[src/rtl/usb_ep_pkg.sv]
package usb_ep_pkg;
  localparam int FLAG_W = 8;

  localparam int F_SETUP   = 0;
  localparam int F_OUT     = 1;
  localparam int F_INRDY   = 2;
  localparam int F_NAKIN   = 3;
  localparam int F_STALLRQ = 4;
  localparam int F_STALLED = 5;
  localparam int F_FIFOCTL = 6;
  localparam int F_RWOK    = 7;

  localparam logic [FLAG_W-1:0] FLAG_RST    = FLAG_W'(1) << F_INRDY;
  localparam logic [FLAG_W-1:0] FW_SETTABLE = FLAG_W'(1) << F_STALLRQ;
  localparam logic [FLAG_W-1:0] TIED_ZERO   = (FLAG_W'(1) << F_FIFOCTL) | (FLAG_W'(1) << F_RWOK);

  typedef enum logic [1:0] {
    TK_SETUP = 2'd0,
    TK_OUT   = 2'd1,
    TK_IN    = 2'd2,
    TK_RSVD  = 2'd3
  } tok_kind_e;

  typedef enum logic [1:0] {
    HS_DATA  = 2'd0,
    HS_ACK   = 2'd1,
    HS_NAK   = 2'd2,
    HS_STALL = 2'd3
  } hs_code_e;
endpackage

[src/rtl/usb_ep_hs_decide.sv]
module usb_ep_hs_decide
  import usb_ep_pkg::*;
#(
  parameter int W = FLAG_W
) (
  input  logic         tok_valid,
  input  logic [1:0]   tok_kind,
  input  logic         tok_ok,
  input  logic         retry_req,
  input  logic [W-1:0] cur,
  output logic         fire,
  output logic [1:0]   code,
  output logic [W-1:0] hw_set,
  output logic [W-1:0] hw_clr
);
  tok_kind_e kind;
  hs_code_e  hs;

  assign kind = tok_kind_e'(tok_kind);
  assign code = hs;

  always_comb begin
    fire   = 1'b0;
    hs     = HS_DATA;
    hw_set = '0;
    hw_clr = '0;
    if (tok_valid) begin
      unique case (kind)
        TK_SETUP: begin
          if (tok_ok) begin
            fire              = 1'b1;
            hs                = HS_ACK;
            hw_set[F_SETUP]   = 1'b1;
            hw_clr[F_STALLRQ] = 1'b1;
            hw_clr[F_STALLED] = 1'b1;
          end
        end
        TK_OUT: begin
          if (tok_ok) begin
            fire = 1'b1;
            if (retry_req) begin
              hs = HS_NAK;
            end else if (cur[F_STALLRQ]) begin
              hs                = HS_STALL;
              hw_set[F_STALLED] = 1'b1;
            end else if (cur[F_OUT]) begin
              hs = HS_NAK;
            end else begin
              hs            = HS_ACK;
              hw_set[F_OUT] = 1'b1;
            end
          end
        end
        TK_IN: begin
          fire = 1'b1;
          if (retry_req) begin
            hs              = HS_NAK;
            hw_set[F_NAKIN] = 1'b1;
          end else if (cur[F_STALLRQ]) begin
            hs                = HS_STALL;
            hw_set[F_STALLED] = 1'b1;
          end else if (cur[F_INRDY]) begin
            hs              = HS_NAK;
            hw_set[F_NAKIN] = 1'b1;
          end else begin
            hs              = HS_DATA;
            hw_set[F_INRDY] = tok_ok;
          end
        end
        default: begin
          fire = 1'b0;
        end
      endcase
    end
  end
endmodule

[src/rtl/usb_ep_flag_bank.sv]
module usb_ep_flag_bank #(
  parameter int           W        = 8,
  parameter logic [W-1:0] RST_VAL  = '0,
  parameter logic [W-1:0] SETTABLE = '0,
  parameter logic [W-1:0] ZERO     = '0
) (
  input  logic         clk,
  input  logic         rst_n,
  input  logic [W-1:0] fw_set,
  input  logic [W-1:0] fw_clr,
  input  logic [W-1:0] hw_set,
  input  logic [W-1:0] hw_clr,
  output logic [W-1:0] q
);
  for (genvar i = 0; i < W; i++) begin : g_bit
    logic r;
    logic d;
    // firmware set, then all clears, then hardware set (hardware set wins)
    assign d = ((r | (fw_set[i] & SETTABLE[i])) & ~fw_clr[i] & ~hw_clr[i]) | hw_set[i];
    always_ff @(posedge clk or negedge rst_n) begin
      if (!rst_n) r <= RST_VAL[i];
      else        r <= d;
    end
    assign q[i] = ZERO[i] ? 1'b0 : r;
  end
endmodule

[src/rtl/usb_ctrl_ep_hs.sv]
module usb_ctrl_ep_hs
  import usb_ep_pkg::*;
(
  input  logic              clk,
  input  logic              rst_n,
  input  logic              tok_valid,
  input  logic [1:0]        tok_kind,
  input  logic              tok_ok,
  input  logic              retry_req,
  input  logic [FLAG_W-1:0] fw_set,
  input  logic [FLAG_W-1:0] fw_clr,
  output logic              hs_valid,
  output logic [1:0]        hs_code,
  output logic [FLAG_W-1:0] flags
);
  logic              fire;
  logic [1:0]        code;
  logic [FLAG_W-1:0] hw_set;
  logic [FLAG_W-1:0] hw_clr;

  usb_ep_hs_decide #(.W(FLAG_W)) decide_i (
    .tok_valid (tok_valid),
    .tok_kind  (tok_kind),
    .tok_ok    (tok_ok),
    .retry_req (retry_req),
    .cur       (flags),
    .fire      (fire),
    .code      (code),
    .hw_set    (hw_set),
    .hw_clr    (hw_clr)
  );

  usb_ep_flag_bank #(
    .W        (FLAG_W),
    .RST_VAL  (FLAG_RST),
    .SETTABLE (FW_SETTABLE),
    .ZERO     (TIED_ZERO)
  ) bank_i (
    .clk    (clk),
    .rst_n  (rst_n),
    .fw_set (fw_set),
    .fw_clr (fw_clr),
    .hw_set (hw_set),
    .hw_clr (hw_clr),
    .q      (flags)
  );

  always_ff @(posedge clk or negedge rst_n) begin
    if (!rst_n) begin
      hs_valid <= 1'b0;
      hs_code  <= 2'd0;
    end else begin
      hs_valid <= fire;
      hs_code  <= fire ? code : 2'd0;
    end
  end
endmodule

[config.mk]
export PLATFORM = sky130hd
export DESIGN_NAME = usb_ctrl_ep_hs
export DESIGN_NICKNAME = d
export VERILOG_FILES = /design/src/rtl/usb_ep_pkg.sv /design/src/rtl/usb_ep_hs_decide.sv /design/src/rtl/usb_ep_flag_bank.sv /design/src/rtl/usb_ctrl_ep_hs.sv
export SDC_FILE = /design/constraint.sdc
export NUM_CORES = 1
export LEC_CHECK = 0
export BUFFER_PORTS_ARGS = -buffer_cell sky130_fd_sc_hd__buf_2
export CAP_MARGIN = 20
export CORE_MARGIN = 8
export CORE_UTILIZATION = 35
export DETAILED_ROUTE_END_ITERATION = 16
export PLACE_DENSITY = 0.71
export SYNTH_ARGS = -nofsm -noshare
export SYNTH_HDL_FRONTEND = slang
export SYNTH_SLANG_ARGS = --single-unit
[constraint.sdc]
create_clock -name clk -period 1.2 [get_ports clk]
set_input_delay 0.24 -clock clk [delete_from_list [all_inputs] [get_ports clk]]
set_output_delay 0.24 -clock clk [all_outputs]
set_load 0.01 [all_outputs]
* Yosys cells after proc, flatten, opt, wreduce, memory -nomap -nowiden
Index checks and enable logic that the tools add are counted.
Word-level totals: flip-flop bits (word level) 9, input bits 23, output and inout bits 11, logic and storage cells 69
Operators by class: equal/unequal tests 2, bitwise operators 22, reduce and logical (&&, ||, !) cells 2, multiplexer cells 35
Operator list (count):
- $mux W2 | 14
- $mux W1 | 17
- $and A1 B1 Y1 | 8
- $not A1 Y1 | 8
- $or A1 B1 Y1 | 6
- $pmux W2 S3 | 1
- $mux W4 | 1
- $pmux W1 S2 | 2
- $eq A2 B1 Y1 const B | 1
- $eq A2 B2 Y1 const B | 1
- $logic_not A2 Y1 | 1
- $reduce_or A2 Y1 | 1

* Longest topological paths before layout
Gate-level depths: netlist of run 1.
depth in word-level cells 7, depth in mapped cells 5, gate-level depth less buffers 5

* Modules after synthesis
A second synthesis of run 1 with hierarchy kept.
Second synthesis, totals: cell total of the unflattened synthesis 75, area, all modules 663.1 µm²
By module, submodules not included:
- usb_ep_flag_bank | times used 1, cells an instance 28, area each 291.5 µm²
- usb_ep_hs_decide | times used 1, cells an instance 42, area each 284.0 µm²
- usb_ctrl_ep_hs | times used 1, cells an instance 5, area each 87.6 µm²

* Least setup slack after synthesis of run 1
No wires, ideal clock.
path type input to register, from in tok_kind[1], to reg hs_code[0], buffers on the path 0, required time 1113 ps, data arrival time 991 ps, cell stages on the path 5, library setup time 87 ps, setup slack 123 ps, path through inv_1 -> ha_1 -> nand2_2 -> a211o_1 -> a211oi_2
On the way: longest elaborated chain between the ends 5, elaborated cells on any way between the ends 9, those cells by class 2 x eq/ne; 5 x mux; 2 x reduce/logical
Ends and longest elaborated chain:
- from (decl) | line usb_ctrl_ep_hs.sv:7 | input logic [1:0] tok_kind,
- $eq A2 B1 Y1 or $logic_not A2 Y1 (tied branches) | line usb_ep_hs_decide.sv:28 | unique case (kind)
- $reduce_or A2 Y1 (no line)
- $pmux W1 S2 | line usb_ep_hs_decide.sv:28
- $mux W1 | line usb_ep_hs_decide.sv:27 | if (tok_valid) begin
- $mux W2 (*) | line usb_ctrl_ep_hs.sv:54 | hs_code <= fire ? code : 2'd0;
- to (signal assigned) | line usb_ctrl_ep_hs.sv:54
- to (decl) | line usb_ctrl_ep_hs.sv:13 | output logic [1:0] hs_code,
Mark *: on every way between the ends. The rest lies on a longest branch, timed or not.

* Final worst setup path of run 1
from reg bank_i.g_bit[2].r, to out flags[2]
RTL lines:
- from (decl) | line usb_ep_flag_bank.sv:16 | logic r;
- from (signal assigned) | line usb_ep_flag_bank.sv:21 | if (!rst_n) r <= RST_VAL[i];
- to (decl) | line usb_ctrl_ep_hs.sv:14 | output logic [FLAG_W-1:0] flags
No word-level cell between the ends.

==> summary.txt, run 1 <==
Synthesis
  – Most used DFF post-synth: dfrtp_1
  – Post-synth EDFFs: 0
  – Fraction of registers with async set/reset: 100%
  – Share of the synthesized area in the top cell type: 36.2%
  – Syn Std Cell Area: 553 sq um
  – Yosys cell types: 26
  – Synth Warn #: 0
  – Seq/Total Area, Yosys: 41.0%
  – Average cell area after synthesis: 9.88 sq um
  – #FFs+latches synth: 9
  – Top post-synthesis cells by area: dfrtp_1 (36%), buf_4 (11%), ha_1 (9.0%), dfstp_2 (4.8%), inv_1 (4.1%)
  – Area leader, netlist: dfrtp_1
  – Post-Synthesis Cells: 56

Floorplanning
  – Die area: 3110 sq um
  – Chip height: about 56 microns
  – Ports: 34
  – Core ar.: approximately 1500 sq um
  – Rows: 14
  – Die X: 55.8 microns
  – Starting Density: 37.1%

Critical path
  – Bufs and invs on worst path: 1
  – Worst setup path startpoint: bank_i.g_bit[2].r
  – Worst r2r src: bank_i.g_bit[4].r
  – WP depth: 1
  – Crit path DAT: 0.90 ns
  – Startpoint Class: register
  – Setup crit end kind: primary output
  – CP peak stage delay: 0.53 ns
  – CP Max Fanout: 2
  – Reg-to-Reg End: hs_code[0]
  – CP top delay family: flip-flops
  – WP data required: 0.96 ns
  – Crit path cell chain: buf_2
  – Worst R2R Setup Slack: 0.10 ns
  – R2R depth: 3
  – Setup crit end: flags[2]
  – Crit path kind: reg2out
  – Slowest cell on crit path: dfstp_2

Clock network
  – CTS buffer count: 3
  – Clock Latency Late Sink: 0.25 ns
  – Clock slew at reported path FFs: around 0.060 ns
  – H-tree level count: 1
  – CTS resizes: 0
  – Root Driver: clkbuf_4
  – Clock sinks: 9
  – CTS tree: built
  – Max clock buf depth: 2

Timing
  – Clock Skew: 0.000333 ns
  – Final setup margin: 0.0586 ns
  – RSZ-0062 raised after global routing: no
  – Fmax: 876 MHz
  – Final Hold Fails: 0
  – Tmin final: 1.14 ns
  – WHS: 0.135 ns
  – Slew Limit Fails: 0
  – Final setup viols: 0
  – Tcrit/Tclk final: 95.1%

Pwr
  – Internal power: 0.500 mW
  – NetSw: 0.166 mW
  – Sw Ratio: 24.9%
  – Comb pwr share: 18.0%
  – Power Dens Cells: 977 nW/um^2
  – P_leak: roughly 0.36 nW
  – Max VDD drop: 0.000290 V
  – Sequential Power Share: 49.0%
  – Clock power frac: roughly 33%

Routing
  – DRT antenna net count: 0
  – Via Count: 457
  – Drt drc: 0
  – Vias/cell: between 4 and 5
  – Initial drt markers: 4
  – Post-Route WL: 1180 microns
  – DR WL/cell: 12.4 microns
  – Pre-antenna DRT Iters: 4

Final layout
  – Final-stage net count: about 110
  – Final core utilization: 45.8%
  – P&R area growth vs syn: 23.3%
  – Antenna diodes: 0
  – Final cell count without fillers: 95
  – Share of cells above drive strength 1: 40.5%
  – Finished Cell Area: 682 sq um

Placed design
  – Placed Cells: 89
  – Pre-CTS setup slack: -0.0214 ns
  – HPWL Detailed: 983 microns
  – Placed cell areas: between 600 and 700 sq um
  – Global placement routability congestion: about 0.75
  – Buffers added on ports: 22

Hold path
  – Worst min path class: in2reg
  – Hold path cells: 2

Flow run
  – Max-cap viol count: 0

Global route
  – Initial antenna violation count: 0
  – Overflow after GRT: 0
  – Vias in the first global route: ~480
  – Global-route wire length before repair: 2030 microns
  – Overall Global Routing Usage: 7.61%
  – Largest net degree at the start of global routing: 10

Status
  – Outcome: completed
flip-flops by register name (all words and copies together), names as in the netlist:
register,cells
bank_i.g_bit.r,6
hs_code,2
hs_valid,1
cells in the mapped netlist, drive strengths merged, types with 2 or more instances:
cell type and n:
a211oi 2, a21oi 2, buf 9, dfrtp 8, ha 4, inv 6, mux2i 2, nand2 2
nand3 2, nand4 2, nor2 2, nor2b 3, o21ai 3
metrics by stage:
stage	TNS (ns)	total power, mW
finish	0	0.666
CTS	0	0.675
detailed placement	-0.0390	0.449
global route	0	0.705
global placement	-0.00825	0.446
floorplan	0	0.406
cell families (layout without fill, tap and decap cells):
logic type	after synthesis	after routing	synth area share [%]
AO/OA/AOI/OAI	13	13	16.7
adder cells (fa/ha/maj)	4	4	9.05
buffers and inverters	15	37	17.0
flip-flops	9	9	41.0
multiplexers	2	2	3.62
other	1	2	0.678
AND/OR/NAND/NOR	12	12	12.0
layer usage:
| layer | GRT usage [%] | wire length [microns] | vias up |
|---|---|---|---|
| met5 | 0 | 0 | - |
| met4 | 4.23 | 20 | 0 |
| met3 | 2.28 | 81 | 2 |
| met2 | 12.0 | 559 | 16 |
| met1 | 8.88 | 519 | 210 |
| li1 | - | - | 229 |
cell usage in the layout (no fill, tap or decap):
| cell type | n |
|---|---|
| buf_2 | 22 |
| dfrtp_1 | 8 |
| inv_1 | 6 |
| ha_1 | 4 |
| buf_4 | 4 |
| nor2b_1 | 3 |
| clkbuf_4 | 3 |
| nor2_1 | 2 |
| nand4_1 | 2 |
| mux2i_1 | 2 |
| a21oi_1 | 2 |
| nand3_1 | 2 |
| o21ai_0 | 2 |
| conb_1 | 2 |
| o21ai_1 | 1 |
| a22oi_1 | 1 |
| nand2_2 | 1 |
| a211o_1 | 1 |
| a211oi_2 | 1 |
| nand2_1 | 1 |
| o22ai_1 | 1 |
| a311oi_1 | 1 |
| nand3b_1 | 1 |
| o311ai_0 | 1 |
| o31ai_1 | 1 |
| a211oi_1 | 1 |
| dfstp_2 | 1 |
| clkbuf_1 | 1 |
| dlygate4sd3_1 | 1 |
area by class of cell:
class,instances,area [sq um]
flip-flops and latches,9,226
fillers,154,807
clock buffers,4,26.3
inverters,6,22.5
well taps,16,20.0
repair buffers,27,150
multi-input cells,33,236
power by group through the flow:
stage / Clock (mW) / Sequential, mW / Combinational, mW
4_1_cts: 0.229 / 0.327 / 0.120
5_1_grt: 0.242 / 0.327 / 0.135
3_3_place_gp: 0 / 0.332 / 0.115
6_report: 0.220 / 0.326 / 0.120
3_5_place_dp: 0 / 0.332 / 0.116
2_1_floorplan: 0 / 0.333 / 0.0730
how the worst min path moves through the flow:
stage               startpoint           endpoint  slack, ns
finish               fw_clr[2]  bank_i.g_bit[2].r       0.14
global route         fw_clr[4]  bank_i.g_bit[4].r       0.14
CTS                  fw_clr[2]  bank_i.g_bit[2].r       0.14
detailed placement       rst_n  bank_i.g_bit[0].r        0.1
global placement         rst_n  bank_i.g_bit[0].r       0.09
floorplan                rst_n  bank_i.g_bit[0].r      -0.06
timing repair:
item,CTS,global route
hold buffers,1,0
hold endpoints to repair,8,0
buffers inserted,0,1
endpoints found under the setup margin,0,1
(Power assumes the default switching activity.)
==> run 2, diff against run 1 <==
- PLACE_DENSITY: 0.71 -> 0.67
==> run 2 against run 1 <==
Utilization increased by 0.50 points. Sequential cell count stayed put. Final cell count increased by 1.1%. Largest cell class unchanged. Largest power group unchanged.
==> summary.txt, run 2 (same netlist as run 1, synthesis figures left out) <==
Status
  – Outcome: completed

Final layout
  – Biggest register: bank_i.g_bit.r
  – P&R area growth vs syn: 24.7%
  – Final cell count without fillers: 96
  – Largest regs: bank_i.g_bit.r: 6 flops, hs_code: 2 flops, hs_valid: 1 flops
  – Share of cells above drive strength 1: between 40% and 50%
  – Largest register FFs: 6
  – Leading cell type in the layout, fill and taps excluded: buf_2
  – Fillers: 156
  – Most frequent cells in the layout: buf_2 (22), dfrtp_1 (8), inv_1 (6)
  – Final-stage net count: 108
  – Antenna diodes: 0

Placed design
  – Placed Cells: 90
  – Global placement routability congestion: 0.795
  – HPWL Detailed: 967 microns
  – Buffers added on ports: 22

Floorplanning
  – Rows: 14
  – Die X: 55.8 microns
  – Core ar.: around 1500 sq um
  – Chip height: 55.8 microns
  – Ports: 34
  – Starting Density: 37.1%
  – Die area: just over 3000 sq um

Critical path
  – Startpoint Class: register
  – CP Max Fanout: 2
  – Setup crit end kind: primary output
  – Reg-to-Reg End: hs_code[0]
  – Crit path DAT: approximately 0.90 ns
  – CP top delay family: flip-flops
  – Worst r2r src: bank_i.g_bit[4].r
  – WP data required: roughly 0.96 ns
  – Slowest cell on crit path: dfstp_2
  – CP peak stage delay: 0.52 ns
  – R2R depth: 3
  – Crit path cell chain: buf_2
  – Worst R2R Setup Slack: ~0.11 ns
  – Crit path kind: reg2out
  – Bufs and invs on worst path: 1

Global route
  – Vias in the first global route: 491
  – Overflow after GRT: 0
  – Largest net degree at the start of global routing: 10
  – Global-route wire length before repair: 2040 microns
  – Overall Global Routing Usage: approximately 8%
  – Initial antenna violation count: 0

Routing
  – DRT antenna net count: 0
  – Initial drt markers: 7
  – Post-Route WL: between 1000 and 1500 microns
  – Drt drc: 0
  – Pre-antenna DRT Iters: 2
  – Vias/cell: 4.78
  – Via Count: 459
  – DR WL/cell: 12.0 microns

Hold path
  – Min-delay src: fw_clr[2]
  – Worst min path class: in2reg
  – Hold path cells: 2
  – Hold endpoint: bank_i.g_bit[2].r

Pwr
  – Power Dens Cells: 979 nW/um^2
  – Total power: between 0.6 and 0.7 mW
  – P_leak: 0.363 nW
  – Max VDD drop: 0.000317 V

Timing
  – Final Hold Fails: 0
  – RSZ-0062 raised after global routing: no
  – Final setup viols: 0
  – Clock Skew: 0.00537 ns
  – Slew Limit Fails: 0
  – Tcrit/Tclk final: 95.2%
  – Fmax: between 800 and 900 MHz
  – Tmin final: between 1 and 1.5 ns
  – Post-Route Setup TNS: 0 ns

Clock network
  – CTS tree: built
  – Clock sinks: 9
  – H-tree level count: 1
  – Clock Latency Late Sink: 0.26 ns
  – Root Driver: clkbuf_4
  – Max clock buf depth: 2
  – CTS buffer count: 3
  – Clock slew at reported path FFs: 0.06 ns
  – CTS resizes: 0

Flow run
  – Max-cap viol count: 0
==> run 2: cell type report <==
| type | instances | area (sq um) | share of cell area (%) |
|---|---|---|---|
| Multi-Input combinational cell | 33 | 236 | 34.3 |
| Sequential cell | 9 | 226 | 32.8 |
| Timing Repair Buffer | 28 | 158 | 22.9 |
| Clock buffer | 4 | 26.3 | 3.81 |
| Inverter | 6 | 22.5 | 3.27 |
| Tap cell | 16 | 20.0 | 2.90 |
==> run 2: how the worst max path moves through the flow <==
stage,startpoint,to,slack (ns),cells past startpoint
6_report,bank_i.g_bit[2].r,flags[2],0.06,1
5_1_grt,bank_i.g_bit[2].r,flags[2],0.02,1
4_1_cts,bank_i.g_bit[2].r,flags[2],0.05,1
3_5_place_dp,tok_kind[1],hs_code[0],-0.02,6
3_3_place_gp,tok_kind[1],hs_code[0],-0.009,6
2_1_floorplan,tok_kind[1],hs_code[0],0.12,5
==> run 2: metrics by stage <==
step	instance area, sq um	hold WS, ns	util [%]	setup WS (ns)
3_5_place_dp	646	0.0998	43.4	-0.0231
2_1_floorplan	557	-0.0556	-	0.123
3_3_place_gp	646	0.0957	43.4	-0.00875
4_1_cts	689	0.116	46.3	0.0468
5_1_grt	689	0.122	46.3	0.0208
6_report	689	0.117	46.3	0.0573
==> run 2: report_power, final <==
part / internal [mW] / switching, mW
clock: 0.128 / 0.0986
combinational: 0.0577 / 0.0650
sequential: 0.317 / 0.00866
total: 0.503 / 0.172
==> run 2: layer usage <==
metal | vias up | part of all wire (%) | wire, microns | track usage [%]
met5 | - | 0 | 0 | 0
met1 | 206 | 41 | 473 | 8.24
li1 | 233 | - | - | -
met2 | 16 | 46 | 531 | 11.9
met3 | 4 | 8.6 | 99 | 2.51
met4 | 0 | 3.8 | 44 | 8.45
==> run 2: what timing repair did <==
| action | 4_1_cts | 5_1_grt |
|---|---|---|
| setup buffers | 1 | 0 |
| endpoints found under the setup margin | 1 | 0 |
| hold endpoints to repair | 8 | 0 |
| hold buffers | 1 | 0 |
